**src/rtl/sce_pkg.sv**
```systemverilog
package sce_pkg;

  // Strobes from the sequencer to the arithmetic
  typedef struct packed {
    logic accFirst;   // accepted start: restart sums
    logic accTake;    // current sample is added
    logic launch;     // slot closes: hand sums to arithmetic
    logic radLoad;    // form radicand, seed root
    logic sqrtStep;   // one root bit
    logic divFirst;   // first quotient step uses fresh operands
    logic divStep;    // quotient steps this cycle
    logic finish;     // publish result
  } sce_strobe_t;

  function automatic int sumWidth(int pw, int n);
    int pmax = (1 << pw) - 1;
    return $clog2(n * pmax + 1);
  endfunction

  function automatic int sqWidth(int pw, int n);
    int pmax = (1 << pw) - 1;
    return $clog2(n * pmax * pmax + 1);
  endfunction

  function automatic int radWidth(int pw, int n);
    int pmax = (1 << pw) - 1;
    int w = $clog2(n * n * pmax * pmax + 1);
    return w + (w % 2);
  endfunction

  function automatic int quotWidth(int pw, int n, int fw);
    return radWidth(pw, n) / 2 + fw;
  endfunction

endpackage

```
**src/rtl/sce_control.sv**
```systemverilog
module sce_control
  import sce_pkg::*;
#(
  parameter int WIN_N     = 25,
  parameter int SLOT      = 30,
  parameter int ROOT_W    = 13,
  parameter int DIV_STEPS = 14
) (
  input  logic        clk,
  input  logic        rst_n,
  input  logic        start,
  input  logic        pixValid,
  output sce_strobe_t strb
);
  localparam int CNT_W  = $clog2(SLOT + 1);
  localparam int TAKE_W = $clog2(WIN_N + 1);
  localparam logic [CNT_W-1:0] C_ONE   = CNT_W'(1);
  localparam logic [CNT_W-1:0] C_LAST  = CNT_W'(SLOT - 1);
  localparam logic [CNT_W-1:0] C_SQLO  = CNT_W'(2);
  localparam logic [CNT_W-1:0] C_SQHI  = CNT_W'(1 + ROOT_W);
  localparam logic [CNT_W-1:0] C_DVLO  = CNT_W'(2 + ROOT_W);
  localparam logic [CNT_W-1:0] C_DVHI  = CNT_W'(1 + ROOT_W + DIV_STEPS);
  localparam logic [CNT_W-1:0] C_FIN   = CNT_W'(SLOT);
  localparam logic [TAKE_W-1:0] T_MAX  = TAKE_W'(WIN_N);

  logic [CNT_W-1:0]  accCnt;
  logic [CNT_W-1:0]  calcCnt;
  logic [TAKE_W-1:0] taken;

  always_comb begin
    strb.accFirst = start && (accCnt == '0);
    strb.accTake  = pixValid && (strb.accFirst || ((accCnt != '0) && (taken < T_MAX)));
    strb.launch   = (accCnt == C_LAST);
    strb.radLoad  = (calcCnt == C_ONE);
    strb.sqrtStep = (calcCnt >= C_SQLO) && (calcCnt <= C_SQHI);
    strb.divFirst = (calcCnt == C_DVLO);
    strb.divStep  = (calcCnt >= C_DVLO) && (calcCnt <= C_DVHI);
    strb.finish   = (calcCnt == C_FIN);
  end

  always_ff @(posedge clk) begin
    if (!rst_n) begin
      accCnt  <= '0;
      calcCnt <= '0;
      taken   <= '0;
    end else begin
      if (strb.accFirst)      accCnt <= C_ONE;
      else if (strb.launch)   accCnt <= '0;
      else if (accCnt != '0)  accCnt <= accCnt + C_ONE;

      if (strb.accFirst)      taken <= pixValid ? TAKE_W'(1) : '0;
      else if (strb.accTake)  taken <= taken + TAKE_W'(1);

      if (strb.launch)        calcCnt <= C_ONE;
      else if (strb.finish)   calcCnt <= '0;
      else if (calcCnt != '0) calcCnt <= calcCnt + C_ONE;
    end
  end

endmodule

```
**src/rtl/sce_sqrt.sv**
```systemverilog
module sce_sqrt #(
  parameter int RAD_W  = 26,
  parameter int ROOT_W = 13
) (
  input  logic              clk,
  input  logic              rst_n,
  input  logic              load,
  input  logic              step,
  input  logic [RAD_W-1:0]  radIn,
  output logic [ROOT_W-1:0] root
);
  localparam int REM_W = ROOT_W + 6;
  localparam int PAD_W = REM_W - ROOT_W - 2;

  logic [RAD_W-1:0]        radSh;
  logic signed [REM_W-1:0] rem;
  logic signed [REM_W-1:0] remShift;
  logic signed [REM_W-1:0] trialSub;
  logic signed [REM_W-1:0] trialAdd;
  logic signed [REM_W-1:0] remNext;

  // Non-restoring: the sign of the partial remainder picks add or subtract
  always_comb begin
    remShift = {rem[REM_W-3:0], radSh[RAD_W-1:RAD_W-2]};
    trialSub = {{PAD_W{1'b0}}, root, 2'b01};
    trialAdd = {{PAD_W{1'b0}}, root, 2'b11};
    remNext  = rem[REM_W-1] ? (remShift + trialAdd) : (remShift - trialSub);
  end

  always_ff @(posedge clk) begin
    if (!rst_n) begin
      radSh <= '0;
      rem   <= '0;
      root  <= '0;
    end else if (load) begin
      radSh <= radIn;
      rem   <= '0;
      root  <= '0;
    end else if (step) begin
      radSh <= {radSh[RAD_W-3:0], 2'b00};
      rem   <= remNext;
      root  <= {root[ROOT_W-2:0], ~remNext[REM_W-1]};
    end
  end

endmodule

```
**src/rtl/sce_divider.sv**
```systemverilog
module sce_divider #(
  parameter int ROOT_W  = 13,
  parameter int FRAC_W  = 15,
  parameter int DIV_W   = 13,
  parameter int PER_CYC = 2
) (
  input  logic                       clk,
  input  logic                       rst_n,
  input  logic                       first,
  input  logic                       step,
  input  logic [ROOT_W-1:0]          rootIn,
  input  logic [DIV_W-1:0]           divisor,
  output logic [ROOT_W+FRAC_W-1:0]   quot
);
  localparam int Q_W = ROOT_W + FRAC_W;

  logic [Q_W-1:0] dvd;
  logic [DIV_W:0] rem;
  logic [Q_W-1:0] dW;
  logic [Q_W-1:0] qW;
  logic [DIV_W:0] rW;
  logic [DIV_W:0] tW;

  // PER_CYC shift-and-subtract steps chained in one cycle
  always_comb begin
    dW = first ? {rootIn, {FRAC_W{1'b0}}} : dvd;
    rW = first ? '0 : rem;
    qW = first ? '0 : quot;
    tW = '0;
    for (int i = 0; i < PER_CYC; i++) begin
      tW = {rW[DIV_W-1:0], dW[Q_W-1]};
      if (tW >= {1'b0, divisor}) begin
        rW = tW - {1'b0, divisor};
        qW = {qW[Q_W-2:0], 1'b1};
      end else begin
        rW = tW;
        qW = {qW[Q_W-2:0], 1'b0};
      end
      dW = {dW[Q_W-2:0], 1'b0};
    end
  end

  always_ff @(posedge clk) begin
    if (!rst_n) begin
      dvd  <= '0;
      rem  <= '0;
      quot <= '0;
    end else if (step) begin
      dvd  <= dW;
      rem  <= rW;
      quot <= qW;
    end
  end

endmodule

```
**src/rtl/sce_datapath.sv**
```systemverilog
module sce_datapath
  import sce_pkg::*;
#(
  parameter int PIX_W  = 8,
  parameter int WIN_N  = 25,
  parameter int FRAC_W = 15,
  parameter int S1_W   = 13,
  parameter int S2_W   = 21,
  parameter int RAD_W  = 26,
  parameter int ROOT_W = 13
) (
  input  logic                     clk,
  input  logic                     rst_n,
  input  sce_strobe_t              strb,
  input  logic [PIX_W-1:0]         pixIn,
  output logic                     done,
  output logic [ROOT_W+FRAC_W-1:0] kOut
);
  localparam int Q_W  = ROOT_W + FRAC_W;
  localparam int SQ_W = 2 * PIX_W;

  logic [SQ_W-1:0]  pixSq;
  logic [S1_W-1:0]  s1Acc, s1Next, s1Hold;
  logic [S2_W-1:0]  s2Acc, s2Next, s2Hold;
  logic [RAD_W-1:0] scaled, s1Sq, radicand;
  logic [ROOT_W-1:0] root;
  logic [Q_W-1:0]   quot;

  always_comb begin
    pixSq    = SQ_W'(pixIn) * SQ_W'(pixIn);
    s1Next   = (strb.accFirst ? '0 : s1Acc) + (strb.accTake ? S1_W'(pixIn) : '0);
    s2Next   = (strb.accFirst ? '0 : s2Acc) + (strb.accTake ? S2_W'(pixSq) : '0);
    scaled   = RAD_W'(s2Hold) * RAD_W'(WIN_N);
    s1Sq     = RAD_W'(s1Hold) * RAD_W'(s1Hold);
    radicand = scaled - s1Sq;
  end

  always_ff @(posedge clk) begin
    if (!rst_n) begin
      s1Acc  <= '0;
      s2Acc  <= '0;
      s1Hold <= '0;
      s2Hold <= '0;
    end else begin
      if (strb.accFirst || strb.accTake) begin
        s1Acc <= s1Next;
        s2Acc <= s2Next;
      end
      if (strb.launch) begin
        s1Hold <= s1Next;
        s2Hold <= s2Next;
      end
    end
  end

  sce_sqrt #(.RAD_W(RAD_W), .ROOT_W(ROOT_W)) u_sqrt (
    .clk   (clk),
    .rst_n (rst_n),
    .load  (strb.radLoad),
    .step  (strb.sqrtStep),
    .radIn (radicand),
    .root  (root)
  );

  sce_divider #(.ROOT_W(ROOT_W), .FRAC_W(FRAC_W), .DIV_W(S1_W), .PER_CYC(2)) u_div (
    .clk     (clk),
    .rst_n   (rst_n),
    .first   (strb.divFirst),
    .step    (strb.divStep),
    .rootIn  (root),
    .divisor (s1Hold),
    .quot    (quot)
  );

  always_ff @(posedge clk) begin
    if (!rst_n) begin
      done <= 1'b0;
      kOut <= '0;
    end else begin
      done <= strb.finish;
      if (strb.finish) kOut <= (s1Hold == '0) ? '0 : quot;
    end
  end

endmodule

```
**src/rtl/speckle_contrast_engine.sv**
```systemverilog
module speckle_contrast_engine
  import sce_pkg::*;
#(
  parameter int PIX_W  = 8,
  parameter int WIN_N  = 25,
  parameter int FRAC_W = 15,
  parameter int SLOT   = 30
) (
  input  logic                                          clk,
  input  logic                                          rst_n,
  input  logic                                          start,
  input  logic                                          pixValid,
  input  logic [PIX_W-1:0]                              pixIn,
  output logic                                          done,
  output logic [sce_pkg::quotWidth(PIX_W, WIN_N, FRAC_W)-1:0] kOut
);
  localparam int S1_W      = sumWidth(PIX_W, WIN_N);
  localparam int S2_W      = sqWidth(PIX_W, WIN_N);
  localparam int RAD_W     = radWidth(PIX_W, WIN_N);
  localparam int ROOT_W    = RAD_W / 2;
  localparam int Q_W       = ROOT_W + FRAC_W;
  localparam int DIV_STEPS = Q_W / 2;

  sce_strobe_t strb;

  sce_control #(
    .WIN_N(WIN_N), .SLOT(SLOT), .ROOT_W(ROOT_W), .DIV_STEPS(DIV_STEPS)
  ) u_ctrl (
    .clk      (clk),
    .rst_n    (rst_n),
    .start    (start),
    .pixValid (pixValid),
    .strb     (strb)
  );

  sce_datapath #(
    .PIX_W(PIX_W), .WIN_N(WIN_N), .FRAC_W(FRAC_W), .S1_W(S1_W),
    .S2_W(S2_W), .RAD_W(RAD_W), .ROOT_W(ROOT_W)
  ) u_dp (
    .clk   (clk),
    .rst_n (rst_n),
    .strb  (strb),
    .pixIn (pixIn),
    .done  (done),
    .kOut  (kOut)
  );

endmodule

```
**config.mk**
```make
export PLATFORM = sky130hd
export DESIGN_NAME = speckle_contrast_engine
export DESIGN_NICKNAME = d
export VERILOG_FILES = /design/src/rtl/sce_pkg.sv /design/src/rtl/sce_control.sv /design/src/rtl/sce_sqrt.sv /design/src/rtl/sce_divider.sv /design/src/rtl/sce_datapath.sv /design/src/rtl/speckle_contrast_engine.sv
export SDC_FILE = /design/constraint.sdc
export NUM_CORES = 1
export LEC_CHECK = 0
export BUFFER_PORTS_ARGS = -buffer_cell sky130_fd_sc_hd__buf_4
export CORE_MARGIN = 4
export CORE_UTILIZATION = 65
export CTS_CLUSTER_DIAMETER = 200
export DETAILED_ROUTE_END_ITERATION = 8
export PLACE_DENSITY = 0.82
export SKIP_CTS_REPAIR_TIMING = 1
export SYNTH_ARGS = -nofsm -noshare
export SYNTH_HDL_FRONTEND = slang
export SYNTH_SLANG_ARGS = --single-unit
```
**constraint.sdc**
```tcl
create_clock -name clk -period 7.12 [get_ports clk]
set_input_delay 1.068 -clock clk [delete_from_list [all_inputs] [get_ports clk]]
set_output_delay 1.068 -clock clk [all_outputs]
set_load 0.005 [all_outputs]
```
==> results.py <==
metrics = {
    "outcome": {
        "status": "complete, no violations",
    },
    "logic_synthesis": {
        "synthTopCellsByArea": "dfxtp_1 (22%), fa_1 (19%), ha_1 (13%)",
        "synthXorXnorAreaFrac_pct": 5.539,
        "yosysWarnings": 0,
        "ys_seq_area_share_pct": 21.69,
        "syn_area_per_cell_um2": 8.350,
        "synth_compound_area_share_pct": 14.91,
        "syn_inst": 2443,
        "synth_top_area_cell": "dfxtp_1",
        "ys.flop_type": "dfxtp_1",
        "synth_enable_flop_cells": 0,
        "syn_area_um2": 20400,
        "synth_mux_area_share_pct": 1.294,
        "synthAdderAreaFrac_pct": 31.50,
        "synth_top_family_by_area": "adder cells",
        "synth-seq-cells": 221,
        "synth_top_area_share_pct": 21.69,
        "async_flop_share_pct": 0,
        "synth-simple-area-share_pct": 16.84,
        "yosysUniqueCellTypes": 78,
    },
    "placement": {
        "dpl.cell_count": 2818,
        "hpwl_um": 38440,
        "gp_congestion": 0.9306,
        "io_buffers": 40,
    },
    "critical_path": {
        "worstPathRequired_ps": 7540,
        "ff2ff_setup_slack_ps": 550,
        "r2r_start": "u_ctrl.calcCnt[0]$_SDFFE_PN0P_",
        "crit_type": "register to register",
        "path_max_fanout": 12,
        "crit_start": "u_ctrl.calcCnt[0]$_SDFFE_PN0P_",
        "worst_setup_path_start_kind": "register",
        "crit_path_end_kind": "register",
        "arrival_ps": 6990,
    },
    "floorplanning": {
        "ios": 41,
        "die-area_um2": 34280,
        "die_x_um": 185.2,
        "start_util_pct": 66.34,
        "placementRows": 64,
        "core-area_um2": 30750,
        "die_h_um": 185.2,
    },
    "clock_network": {
        "cts_buffers": 25,
        "root_buffer": "clkbuf_16",
        "clk_latency_ps": 540,
        "tritoncts": "done",
        "cts_sinks": 221,
        "h-tree-depth": 1,
        "ctsLongestPathBuffers": 3,
        "clkTransAtPathRegs_ps": 60,
    },
    "pwr": {
        "power_frac_clock_pct": 35.6,
        "ir_worst_vdd_v": 0.0002047,
        "power_frac_comb_pct": 28.6,
        "p_sw_mw": 1.246,
        "p_int_mw": 2.521,
        "p_per_area_nw_per_um2": 171.6,
        "sw_frac_of_total_pct": 33.07,
        "p_leak_nw": 9.923,
        "seq_power_share_pct": 35.8,
    },
    "detailed_routing": {
        "drtIter0Drc": 1274,
        "wl_met3_um": 3137,
        "avgRoutedWirePerCell_um": 17.49,
        "wl_met2_um": 23870,
        "ant_nets": 0,
        "top_layer": "met4",
        "num_vias": 16945,
        "routed_via_density": 5.919,
        "drt-met1-wl_um": 20750,
        "drc": 0,
        "wirelength_um": 50080,
        "dr.pass1.iters": 6,
    },
    "job": {
        "cap_violations": 0,
    },
    "worst_hold_path": {
        "hp-start": "u_dp.s1Acc[3]$_SDFFE_PN0P_",
        "hp-class": "register to register",
    },
    "sta": {
        "setup_violations": 0,
        "slew-limit-headroom_pct": 23.19,
        "layout_worst_path_cycle_share_pct": 92.26,
        "fin_skew_ps": 13.61,
        "period_minus_slack_ps": 6569,
        "tns_ps": 0,
        "tightest_slew_ps": 1149,
        "finalHoldViolations": 0,
        "rsz0062_at_grt": "false",
        "fmax_ghz": 0.1522,
        "drv_slew": 0,
    },
    "grt": {
        "antenna_found_initial": 1,
        "grtUsageTotal_pct": 29.99,
        "grt_max_degree": 62,
        "grt_overflow": 0,
        "grt_pass1_vias": 17493,
        "grt_first_pass_wirelength_um": 84830,
    },
    "cells_and_area": {
        "fin_cells": 2863,
        "area_delta_synth_final_pct": 7.594,
        "fin_nets": 2860,
        "fillers": 2373,
        "final_util_pct": 71.37,
        "n_antenna_cell": 0,
        "drive_gt1_share_pct": 6.486,
    },
}
[layout make-up]
type                            instances  area [um^2]  area share, %
Multi-Input combinational cell       1781        14330          65.30
Tap cell                              396        495.5          2.258
Clock inverter                         10        115.1         0.5245
Inverter                              348         1306          5.952
Clock buffer                           35        733.2          3.341
Sequential cell                       221         4424          20.16
Timing Repair Buffer                   72        540.5          2.463
[metal layers]
| layer | vias up | GRT usage (%) |
|---|---|---|
| li1 | 8058 | - |
| met1 | 8155 | 38.56 |
| met2 | 576 | 50.69 |
| met3 | 156 | 4.517 |
| met4 | 0 | 12.77 |
| met5 | - | 0 |
[synth_stat cells, drive strengths merged, types with 54 or more instances]
master    n
fa      191
xnor2    80
nand3    54
nand2   346
nor2    154
a21oi   182
inv     347
and2     60
clkbuf   83
o21ai    76
dfxtp   221
ha      208
[registers in the layout, summed over array words and instances, names as in the netlist, 5 cells and up]
signal	flops
u_dp.s2Acc	21
u_dp.u_sqrt.radSh	26
u_dp.s1Acc	13
u_dp.s1Hold	13
u_dp.kOut	28
u_ctrl.accCnt	5
u_dp.s2Hold	21
u_dp.u_div.rem	13
u_dp.u_div.quot	28
u_dp.u_div.dvd	11
u_ctrl.calcCnt	5
u_dp.u_sqrt.rem	18
u_ctrl.taken	5
u_dp.u_sqrt.root	13
[cells by family (layout without fill, tap and decap cells)]
group	Yosys count	after routing
adders and majority gates	399	399
AOI/OAI and AO/OA	466	466
other	1	2
xor gates and xnor gates	129	129
and+or+nand+nor	760	760
buffers and inverters	442	465
muxes	25	25
DFF	221	221
[path summary, 6_finish.rpt]
path | cells after the start | to
min reg2reg | 2 | u_dp.s1Acc[3]$_SDFFE_PN0P_
min | 2 | u_dp.s1Acc[3]$_SDFFE_PN0P_
max | 22 | u_dp.u_div.rem[4]$_SDFFE_PN0P_
max reg2reg | 22 | u_dp.u_div.rem[4]$_SDFFE_PN0P_
[cell usage in the layout, fill, tap and decap left out, drive strengths merged, types with 8 or more instances in the layout]
cell type | synthesis | final
o21a | 13 | 13
nand3 | 54 | 54
a21o | 31 | 31
and3 | 13 | 13
o21ai | 76 | 76
nor2 | 154 | 154
inv | 347 | 349
fa | 191 | 191
or2 | 9 | 9
o211ai | 14 | 14
a21oi | 182 | 182
a22o | 28 | 28
nand4 | 16 | 16
dfxtp | 221 | 221
mux2 | 11 | 11
nand2 | 346 | 346
or3 | 10 | 10
and2 | 60 | 60
nand2b | 21 | 21
a311oi | 16 | 16
o21bai | 8 | 8
mux2i | 14 | 14
clkbuf | 83 | 35
a211oi | 35 | 35
nor3 | 37 | 37
nor2b | 20 | 20
buf | 11 | 72
a211o | 8 | 8
xor2 | 49 | 49
ha | 208 | 208
xnor2 | 80 | 80
[power by group through the flow]
stage               clock, mW  combinational (mW)  sequential, mW
floorplan                   0               0.837            1.36
global placement            0                1.03            1.37
detailed placement          0                1.05            1.37
CTS                      1.35                1.07            1.35
global route             1.40                1.21            1.36
finish                   1.34                1.08            1.35
[per-stage QoR]
stage / cell area (um^2) / worst slack (ps) / power [mW] / hold slack (ps)
detailed placement: 21100 / 410.5 / 2.424 / 440.6
global placement: 21100 / 506.9 / 2.397 / 433.0
CTS: 21950 / 655.6 / 3.764 / 453.2
floorplan: 20400 / 773.1 / 2.198 / 424.6
finish: 21950 / 551.4 / 3.767 / 451.0
global route: 21950 / 213.8 / 3.967 / 466.7
[critical path, stage by stage, from the launching register on]
cell and delay, ps:
dfxtp_1 480, ha_1 230, and3_1 160, ha_1 600, mux2i_1 460, ha_1 260
inv_1 60, fa_1 400, nand3_1 120, a21oi_1 120, o31a_1 320, o21ai_1 210
a21oi_2 190, mux2_2 340, ha_1 350, a21o_1 230, a21o_1 180, a21oi_1 330
a311oi_1 190, nor2_1 190, a32o_1 500, nor2_1 190, a221o_1 330
Note: power is estimated with default switching activity, not from simulation.
